## src/rtl/bsram_pkg.sv

```systemverilog
package bsram_pkg;
  // Low two address bits for a burst beat
  function automatic logic [1:0] beat_offset(input logic [1:0] start,
                                             input logic [1:0] step,
                                             input logic       ilv);
    return ilv ? (start ^ step) : (start + step);
  endfunction
endpackage

```

## src/rtl/bsram_sleep_sync.sv

```systemverilog
module bsram_sleep_sync #(
  parameter int STAGES = 2
) (
  input  logic clk,
  input  logic rst_n,
  input  logic req,
  output logic dozing
);
  logic [STAGES-1:0] chain_q;

  always_ff @(posedge clk or negedge rst_n) begin
    if (!rst_n) chain_q <= '0;
    else        chain_q <= {chain_q[STAGES-2:0], req};
  end

  assign dozing = chain_q[STAGES-1];
endmodule

```

## src/rtl/bsram_burst_ctr.sv

```systemverilog
module bsram_burst_ctr #(
  parameter int AW = 6
) (
  input  logic          clk,
  input  logic          rst_n,
  input  logic          load,
  input  logic          adv,
  input  logic [AW-1:0] ld_addr,
  input  logic          ilv,
  output logic [AW-1:0] cur_addr,
  output logic [AW-1:0] use_addr
);
  import bsram_pkg::*;

  logic [AW-1:0] base_q, base_d;
  logic [1:0]    step_q, step_d;

  always_comb begin
    base_d = load ? ld_addr : base_q;
    step_d = load ? 2'd0 : (step_q + 2'(adv));
  end

  always_ff @(posedge clk or negedge rst_n) begin
    if (!rst_n) begin
      base_q <= '0;
      step_q <= '0;
    end else begin
      base_q <= base_d;
      step_q <= step_d;
    end
  end

  assign cur_addr = {base_q[AW-1:2], beat_offset(base_q[1:0], step_q, ilv)};
  assign use_addr = {base_d[AW-1:2], beat_offset(base_d[1:0], step_d, ilv)};
endmodule

```

## src/rtl/bsram_array.sv

```systemverilog
module bsram_array #(
  parameter int DEPTH = 64,
  parameter int LANES = 4,
  localparam int AW = $clog2(DEPTH),
  localparam int DW = 8 * LANES
) (
  input  logic             clk,
  input  logic [LANES-1:0] we,
  input  logic [AW-1:0]    waddr,
  input  logic [DW-1:0]    wdata,
  input  logic [AW-1:0]    raddr,
  output logic [DW-1:0]    rdata
);
  for (genvar g = 0; g < LANES; g++) begin : g_lane
    logic [7:0] cells [DEPTH];

    always_ff @(posedge clk) begin
      if (we[g]) cells[waddr] <= wdata[8*g +: 8];
    end

    assign rdata[8*g +: 8] = cells[raddr];
  end
endmodule

```

## src/rtl/burst_sram_ctrl.sv

```systemverilog
module burst_sram_ctrl #(
  parameter int DEPTH = 64,
  parameter int LANES = 4,
  localparam int AW = $clog2(DEPTH),
  localparam int DW = 8 * LANES
) (
  input  logic             clk,
  input  logic             rst_n,
  input  logic             sel_a_n,
  input  logic             sel_b,
  input  logic             sel_c_n,
  input  logic             cpu_strb_n,
  input  logic             ctl_strb_n,
  input  logic             step_n,
  input  logic             all_wr_n,
  input  logic             lane_wr_n,
  input  logic [LANES-1:0] lane_sel_n,
  input  logic [AW-1:0]    addr,
  input  logic [DW-1:0]    wdata,
  input  logic             oe_n,
  input  logic             order_ilv,
  input  logic             sleep_req,
  output logic [DW-1:0]    rdata,
  output logic             rdata_en
);
  logic             dozing;
  logic             selected, cpu_take, ctl_take, load_any, wr_req;
  logic             ctr_load, ctr_adv, do_write;
  logic [LANES-1:0] lane_mask, lane_we;
  logic [AW-1:0]    cur_addr, use_addr;
  logic [DW-1:0]    arr_q;
  logic             active_q, rd_q, fresh_q;

  bsram_sleep_sync #(.STAGES(2)) u_sleep (
    .clk(clk), .rst_n(rst_n), .req(sleep_req), .dozing(dozing)
  );

  always_comb begin
    selected  = ~sel_a_n & sel_b & ~sel_c_n;
    cpu_take  = ~cpu_strb_n & ~sel_a_n;
    ctl_take  = ~ctl_strb_n & ~cpu_take;
    load_any  = ~dozing & (cpu_take | ctl_take);
    wr_req    = ~all_wr_n | (~lane_wr_n & ~&lane_sel_n);
    lane_mask = ~all_wr_n ? '1 : (lane_wr_n ? '0 : ~lane_sel_n);
    ctr_load  = load_any & selected;
    ctr_adv   = ~dozing & ~load_any & active_q & ~step_n;
    do_write  = ~dozing & ((ctr_load & ctl_take & wr_req) |
                           (~load_any & active_q & wr_req));
    lane_we   = do_write ? lane_mask : '0;
  end

  bsram_burst_ctr #(.AW(AW)) u_ctr (
    .clk(clk), .rst_n(rst_n), .load(ctr_load), .adv(ctr_adv),
    .ld_addr(addr), .ilv(order_ilv), .cur_addr(cur_addr), .use_addr(use_addr)
  );

  bsram_array #(.DEPTH(DEPTH), .LANES(LANES)) u_arr (
    .clk(clk), .we(lane_we), .waddr(use_addr), .wdata(wdata),
    .raddr(cur_addr), .rdata(arr_q)
  );

  always_ff @(posedge clk or negedge rst_n) begin
    if (!rst_n) begin
      active_q <= 1'b0;
      rd_q     <= 1'b0;
      fresh_q  <= 1'b0;
    end else if (dozing) begin
      active_q <= 1'b0;
      rd_q     <= 1'b0;
      fresh_q  <= 1'b0;
    end else if (load_any) begin
      if (selected) begin
        active_q <= 1'b1;
        fresh_q  <= ~active_q;
        rd_q     <= ~(ctl_take & wr_req);
      end else begin
        active_q <= 1'b0;
        rd_q     <= 1'b0;
        fresh_q  <= 1'b0;
      end
    end else if (active_q) begin
      rd_q    <= ~wr_req;
      fresh_q <= 1'b0;
    end else begin
      fresh_q <= 1'b0;
    end
  end

  assign rdata_en = active_q & rd_q & ~fresh_q & ~oe_n & ~dozing;
  assign rdata    = rdata_en ? arr_q : '0;
endmodule

```

## config.mk

```make
export PLATFORM = sky130hd
export DESIGN_NAME = burst_sram_ctrl
export DESIGN_NICKNAME = d
export VERILOG_FILES = /design/src/rtl/bsram_pkg.sv /design/src/rtl/bsram_sleep_sync.sv /design/src/rtl/bsram_burst_ctr.sv /design/src/rtl/bsram_array.sv /design/src/rtl/burst_sram_ctrl.sv
export SDC_FILE = /design/constraint.sdc
export NUM_CORES = 2
export LEC_CHECK = 0
export BUFFER_PORTS_ARGS = -buffer_cell sky130_fd_sc_hd__buf_2
export CAP_MARGIN = 20
export CORE_UTILIZATION = 59
export CTS_BUF_LIST = sky130_fd_sc_hd__clkbuf_8
export CTS_CLUSTER_SIZE = 8
export DETAILED_ROUTE_END_ITERATION = 8
export PLACE_DENSITY = 0.78
export SLEW_MARGIN = 25
export SYNTH_ARGS = -nofsm -noshare
export SYNTH_HDL_FRONTEND = slang
export SYNTH_HIERARCHICAL = 1
export SYNTH_SLANG_ARGS = --single-unit
```

## constraint.sdc

```tcl
create_clock -name clk -period 3.8 [get_ports clk]
set_clock_uncertainty 0.15 [all_clocks]
set_input_delay 0.38 -clock clk [delete_from_list [all_inputs] [get_ports clk]]
set_output_delay 0.38 -clock clk [all_outputs]
set_load 0.1 [all_outputs]
```

# --- After elaboration in Yosys (flattened, before gate mapping) ---
# Memory sizes are Yosys's and may differ from the RTL's.
# Cells that the tools add are included.
totals:
  ff_bits: 13
  inputBits: 55
  ramBits: 2048
  n_memories: 4
mem_list:
  columns: ["memory", "words", "width", "rd", "rd_clocked_by_memory_dff", "write_ports", "line", "rtl"]
  rows:
  - ["u_arr.g_lane[0].cells", 64, 8, 1, 0, 1, "bsram_array.sv:15", "logic [7:0] cells [DEPTH];"]
  - ["u_arr.g_lane[1].cells", 64, 8, 1, 0, 1, "bsram_array.sv:15", null]
  - ["u_arr.g_lane[2].cells", 64, 8, 1, 0, 1, "bsram_array.sv:15", null]
  - ["u_arr.g_lane[3].cells", 64, 8, 1, 0, 1, "bsram_array.sv:15", null]
classes:
  bitwise_logic: 41
  n_addsub: 3
  mux: 26
  reduce_logical: 4
op_table:
  columns: ["cell", "count"]
  rows:
  - ["$mux 32", 1]
  - ["$and 1x1->1", 20]
  - ["$mux 1", 18]
  - ["$not 1->1", 15]
  - ["$mux 4", 3]
  - ["$mux 2", 3]
  - ["$mux 6", 1]
  - ["$add 2x2->2", 2]
  - ["$not 4->4", 1]
  - ["$reduce_and 4->1", 1]
  - ["$xor 2x2->2", 2]
  - ["$or 1x1->1", 3]
  - ["$reduce_bool 3->1", 1]
  - ["$add 2x1->2", 1]
  - ["$reduce_bool 2->1", 1]
  - ["$logic_not 1->1", 1]

# --- Longest topological paths before layout ---
depth:
  ltp_word: 14
  ltp_mapped: 14

# --- By module ---
# Netlist, hierarchy kept.
by_module_without_submodules:
  columns: ["module", "instances", "area_each_um2", "seq_area_each_um2", "cells_each"]
  rows:
  - ["bsram_array", 1, 79690.2, 61499.0, 3668]
  - ["burst_sram_ctrl", 1, 501.7, 75.1, 66]
  - ["bsram_burst_ctr", 1, 460.4, 200.2, 36]
  - ["bsram_sleep_sync", 1, 50.0, 50.0, 2]

# --- Least setup slack after synthesis ---
# No wires, ideal clock.
synth_timing:
  path_type: "reg-to-reg"
  start: "register u_sleep.chain_q[1]"
  end: "memory u_arr.g_lane[0].cells[50][0] (enable)"
  t_required_ns: 3.318
  stages_incl_launch_ff: 15
  t_arrival_ns: 3.301
  path_buffers: 3
  setup_slack_ns: 0.017
  cell_sequence: "dfrtp_1 > nor4b_1 > nand2_1 > inv_1 > buf_6 > mux2_2 > ha_1 > nor2b_1 > xnor2_2 > xnor2_1 > clkbuf_1 > or3b_2 > clkbuf_1 > nor2_1 > and2_1"
synth_rtl:
  columns: ["item", "line", "rtl"]
  rows:
  - ["start: declaration", "bsram_sleep_sync.sv:9", "logic [STAGES-1:0] chain_q;"]
  - ["start signal: assignment", "bsram_sleep_sync.sv:13", "else chain_q <= {chain_q[STAGES-2:0], req};"]
  - ["$not 1->1", "burst_sram_ctrl.sv:42", "load_any = ~dozing & (cpu_take | ctl_take);"]
  - ["$and 1x1->1", "burst_sram_ctrl.sv:42", null]
  - ["$and 1x1->1", "burst_sram_ctrl.sv:45", "ctr_load = load_any & selected;"]
  - ["named net ctr_load", "burst_sram_ctrl.sv:28", "logic ctr_load, ctr_adv, do_write;"]
  - ["$mux 6", "bsram_burst_ctr.sv:19", "base_d = load ? ld_addr : base_q;"]
  - ["named net u_ctr.base_d[0]", "bsram_burst_ctr.sv:15", "logic [AW-1:0] base_q, base_d;"]
  - ["$add 2x2->2", "bsram_pkg.sv:6", "return ilv ? (start ^ step) : (start + step);"]
  - ["$mux 2", "bsram_pkg.sv:6", null]
  - ["named net use_addr[1]", "burst_sram_ctrl.sv:30", "logic [AW-1:0] cur_addr, use_addr;"]
  - ["end: declaration", "bsram_array.sv:15", null]
# The timed path passes the listed nets, and every way through them passes these cells.

# --- Worst setup path after layout ---
layout_timing:
  start: "register u_ctr.step_q[1]"
  end: "output port rdata[23]"
layout_between:
  elab_chain_len: 4
layout_lines:
  columns: ["item", "line", "rtl"]
  rows:
  - ["start: declaration", "bsram_burst_ctr.sv:16", "logic [1:0] step_q, step_d;"]
  - ["start signal: assignment", "bsram_burst_ctr.sv:29", "step_q <= step_d;"]
  - ["$add 2x2->2 / $xor 2x2->2 (equally long branches)", "bsram_pkg.sv:6", null]
  - ["$mux 2 *", "bsram_pkg.sv:6", null]
  - ["named net cur_addr[1]", "burst_sram_ctrl.sv:30", null]
  - ["$mem_v2 64x8 *", null, null]
  - ["named net arr_q[23]", "burst_sram_ctrl.sv:31", "logic [DW-1:0] arr_q;"]
  - ["$mux 32 *", "burst_sram_ctrl.sv:90", "assign rdata = rdata_en ? arr_q : '0;"]
  - ["end: declaration", "burst_sram_ctrl.sv:23", "output logic [DW-1:0] rdata,"]
# The timed path passes the listed nets; every way through them passes the cells marked *.

==> run summary <==
The number of synthesis warnings is 6. The sum of routed wire length over all layers is between 200,000 and 250,000 um. STA classifies the critical path startpoint as a register. The standard cell core area is 136,000 sq um. The maximum count of clock buffers along a single path came out at 4. The total power after layout is 0.0574 W. The count of flip-flops with a built-in enable after synthesis is 2,048. The mux cell area share after synthesis is 15.6%. The HPWL after detailed placement is 137,000 um. The via total after detailed routing is 45,800. Ranked by total cell area, the synthesized netlist is headed by edfxtp_1, mux4_2, and2_1. The final count of negative-setup-slack endpoints is about 1,700. The dominant synthesized flop cell is edfxtp_1.

The count of buffers added on input and output ports is 87. The final layout net count came out at 4,821. Traced cell by cell, the critical path runs through xnor2_2 -> xnor2_2 -> buf_6 -> buf_16 -> buf_16 -> buf_4 -> mux4_2 -> o21ai_2 -> o32ai_2 -> nand2_1 -> a41oi_4 -> and2_4 -> buf_12. The final reports fail on negative setup slack. The boundary pin count came out at 88.

The post-synthesis adder-cell area fraction came out at 0.0465%. The analysis attributes to cell leakage a power of between 30 and 40 nW. The clock drives 2,061 sinks. The part of the cycle the worst path needs came out at 123%. For this block, the initial DRC count from the detailed router was 7,164. The final-layout fill cell count came out at between 6,000 and 7,000. Dividing the detail-routed wire length by the instance count gives between 30 and 40 um. The number of slew-limit violations in the final report came to 0. The worst stage delay on the critical path is 0.44 ns. Across every metal layer, demand over resource in global routing totals around a third. The unique cell type count in the Yosys netlist came out at between 50 and 60. The synthesized design spends more area on one cell type than any other, namely edfxtp_1. The class of the tightest hold or removal check is input pin to register. The post-route non-filler standard cell count came out at 6,711. The highest clock frequency the design can meet is 214 MHz.

In this run the vertical extent of the chip is 372 um. The clock tree from TritonCTS is built. The area enclosed by the die boundary is 138,000 sq um. The synthesized-area fraction occupied by and/or/nand/nor cells came out at 3.65%. The total overflow left after global routing is 0. For the pin with the worst max-slew slack, the measured transition is 0.962 ns. The layout overhead on the synthesized area came out at 25.5%. The number of nets handed over by synthesis was between 3,000 and 4,000.

The highest ir drop seen on vdd is between 0.4 and 0.5 mV. The number of core rows came out at 135. The weighted congestion reported at the end of routability-driven placement came out at 0.921. CTS placed an instance of clkbuf_8 at the clock tree root. The fraction of final layout cells with drive strength greater than 1 is 42.2%.

The first-pass GRT wire length came out at 329,000 um. Synthesis produced a netlist whose cell count is 3,772. The fraction of synthesized cell area taken by the top area cell type is between 70% and 80%. The placed instance count is 6,025.

The time the final worst path needs with I/O delays and setup is between 4 and 5 ns. The data required time at the worst endpoint is 3.27 ns. The initial antenna violation count is 16. The worst setup path is captured at an output pin.

The sum of negative setup slack is -136.83 ns. The final hold violation count came out at 0. The async set-reset flop share out of synthesis is 0.631%. The starting utilization of the core area is 59.5%. A synthesized cell averages 21.4 sq um. The worst slew slack as a fraction of its limit is between 30% and 40%.

The die is around 370 um wide. Summing the sequential cell areas from Yosys gives 76.6% of the chip area. The pin count of the biggest net entering global routing is between 70 and 80.

The category of the critical setup timing path is register to output pin. The minimum setup slack in the final design is -0.868 ns. After synthesis, the largest family of logic cells by area is multiplexers. The flow ran to the end, but the final reports show violations. The synthesized-area fraction occupied by ao, oa, aoi and oai cells is 2.47%. The number of maximum-capacitance violations came out at 0. After synthesis the cells add up to 80,700 sq um. The later-pin clock latency in the skew report is 1.05 ns. The number of clock buffers inserted by TritonCTS came out at between 300 and 400. The via count of the first global-routing pass came out at 46,600. The power per cell area came out at about 570 nW/um^2. The fraction of synthesized cell area in xor and xnor cells is 0.0636%. Setup repair after global routing could not meet its margin everywhere.

The largest fanout on the critical path is 8. Dividing the detail-routed via count by the number of cells gives 6.82. The remaining design rule violation count came out at 0. The residual antenna-violating net count after detailed routing is 0.

STA puts the critical path data arrival time at 4.14 ns. For this run, the detailed router's first-pass iteration total came to 5. The synthesized design contains 2,061 register bits. The deepest level of the CTS H-tree is 5. The standard cell with the maximum stage delay on the critical path is dfrtp_1. After clock tree synthesis, the clock-pin slew on the worst setup and hold paths is 0.06 ns.
==> area by class of cell <==
class | count | area [sq um] | area share [%]
flip-flops and latches | 2061 | 61800 | 61.0
multi-input cells | 1471 | 19600 | 19.3
repair buffers | 893 | 12300 | 12.2
clock buffers | 343 | 4720 | 4.66
well taps | 1781 | 2230 | 2.20
clock inverters | 150 | 602 | 0.594
diodes | 8 | 20.0 | 0.0198
inverters | 4 | 17.5 | 0.0173
==> worst paths after layout <==
check                                        start                           end  slack (ns)  depth (start not counted)
min in group asynchronous                    rst_n               u_ctr/step_q[0]        0.37                          3
worst min-delay path                       sel_a_n                       fresh_q        0.09                          5
max in group asynchronous                    rst_n               u_ctr/base_q[2]        2.58                          3
worst max register to register  u_sleep/chain_q[1]  u_arr/g_lane[3].cells[63][0]       -0.22                         18
worst min register to register  u_sleep/chain_q[0]            u_sleep/chain_q[1]        0.21                          0
worst max-delay path               u_ctr/step_q[1]                     rdata[23]       -0.87                         13
==> power breakdown <==
part / leakage (nW) / total, W / switching (W) / internal [W]
logic: 12.1 / 0.0158 / 0.00829 / 0.00748
clock network: 3.10 / 0.0165 / 0.00830 / 0.00824
registers: 18.6 / 0.0251 / 0.0000996 / 0.0250
==> cells in the mapped netlist (6+ instances only) <==
library cell / number
o221ai_1: 28
mux2i_1: 96
a31oi_1: 12
nand2_1: 59
o22ai_1: 54
buf_2: 80
o21ai_1: 71
buf_6: 18
o21ai_0: 17
o21a_1: 9
mux4_2: 507
dfrtp_1: 13
a21oi_1: 43
or3b_2: 6
mux2_2: 18
buf_1: 12
clkbuf_1: 99
nand3b_1: 9
edfxtp_1: 2048
nor2_1: 126
a221oi_1: 57
nor3_1: 9
buf_4: 25
nand2b_1: 7
nor2b_1: 7
and2_1: 291
==> registers in the layout, summed over array words and instances, names as in the netlist <==
register            flops
u_arr/g_lane.cells   2048
u_ctr/base_q            6
u_ctr/step_q            2
u_sleep/chain_q         2
active_q                1
fresh_q                 1
rd_q                    1
==> placed cells by master (no fill, tap or decap), types with 45 or more instances in the layout <==
cell | Yosys | layout
nor2_1 | 126 | 61
buf_4 | 25 | 339
inv_1 | 3 | 102
edfxtp_1 | 2048 | 2048
clkbuf_8 | 0 | 343
and2_4 | 0 | 60
mux2i_1 | 96 | 64
nand2_1 | 59 | 52
and2_1 | 291 | 225
buf_6 | 18 | 60
buf_12 | 0 | 336
dlygate4sd3_1 | 0 | 56
mux4_2 | 507 | 507
o21ai_1 | 71 | 45
==> repair_timing <==
item / in CTS / in global routing
endpoints found under the hold margin: 1752 / 0
hold buffers: 57 / 0
buffers inserted: 83 / 30
setup endpoints to repair: 2056 / 2080
resized for setup: 406 / 207
pin swaps: 48 / 71
cloned: 30 / 5
==> cell families after synthesis <==
group | after synthesis
multiplexers | 622
AND/OR/NAND/NOR | 537
XOR/XNOR | 5
flip-flops | 2061
buffers and inverters | 240
adder cells (fa/ha/maj) | 3
AO/OA/AOI/OAI | 304
==> per-stage QoR <==
stage               utilization (%)  worst slack (ns)  cell area [sq um]  hold slack (ns)
floorplan                         -            0.0174              80700          -0.0656
global placement               67.1            -0.436              91000            0.138
detailed placement             67.1            -0.475              91000            0.150
CTS                            74.0            -0.811             100000          0.00356
global route                   74.7            -0.915             101000           0.0987
finish                         74.7            -0.868             101000           0.0917
==> metal layers <==
| layer | global-route usage [%] | wire length, um | part of all wire (%) | vias to the layer above |
|---|---|---|---|---|
| met1 | 44.5 | 79600 | 34 | 23500 |
| met3 | 10.4 | 30900 | 13 | 712 |
| met5 | 0 | 103 | 0.044 | - |
| li1 | - | - | - | 17700 |
| met4 | 17.7 | 12600 | 5.3 | 12 |
| met2 | 53.0 | 113000 | 48 | 3878 |
==> worst max-delay path, delay by kind of cell (launching register included) <==
kind,cells,cell delay [ns]
AO/OA/AOI/OAI,3,0.63
XOR/XNOR,2,0.41
buffers and inverters,5,0.87
flip-flops,1,0.44
AND/OR/NAND/NOR,2,0.35
multiplexers,1,0.35
Power figures use the tool's default switching activity.
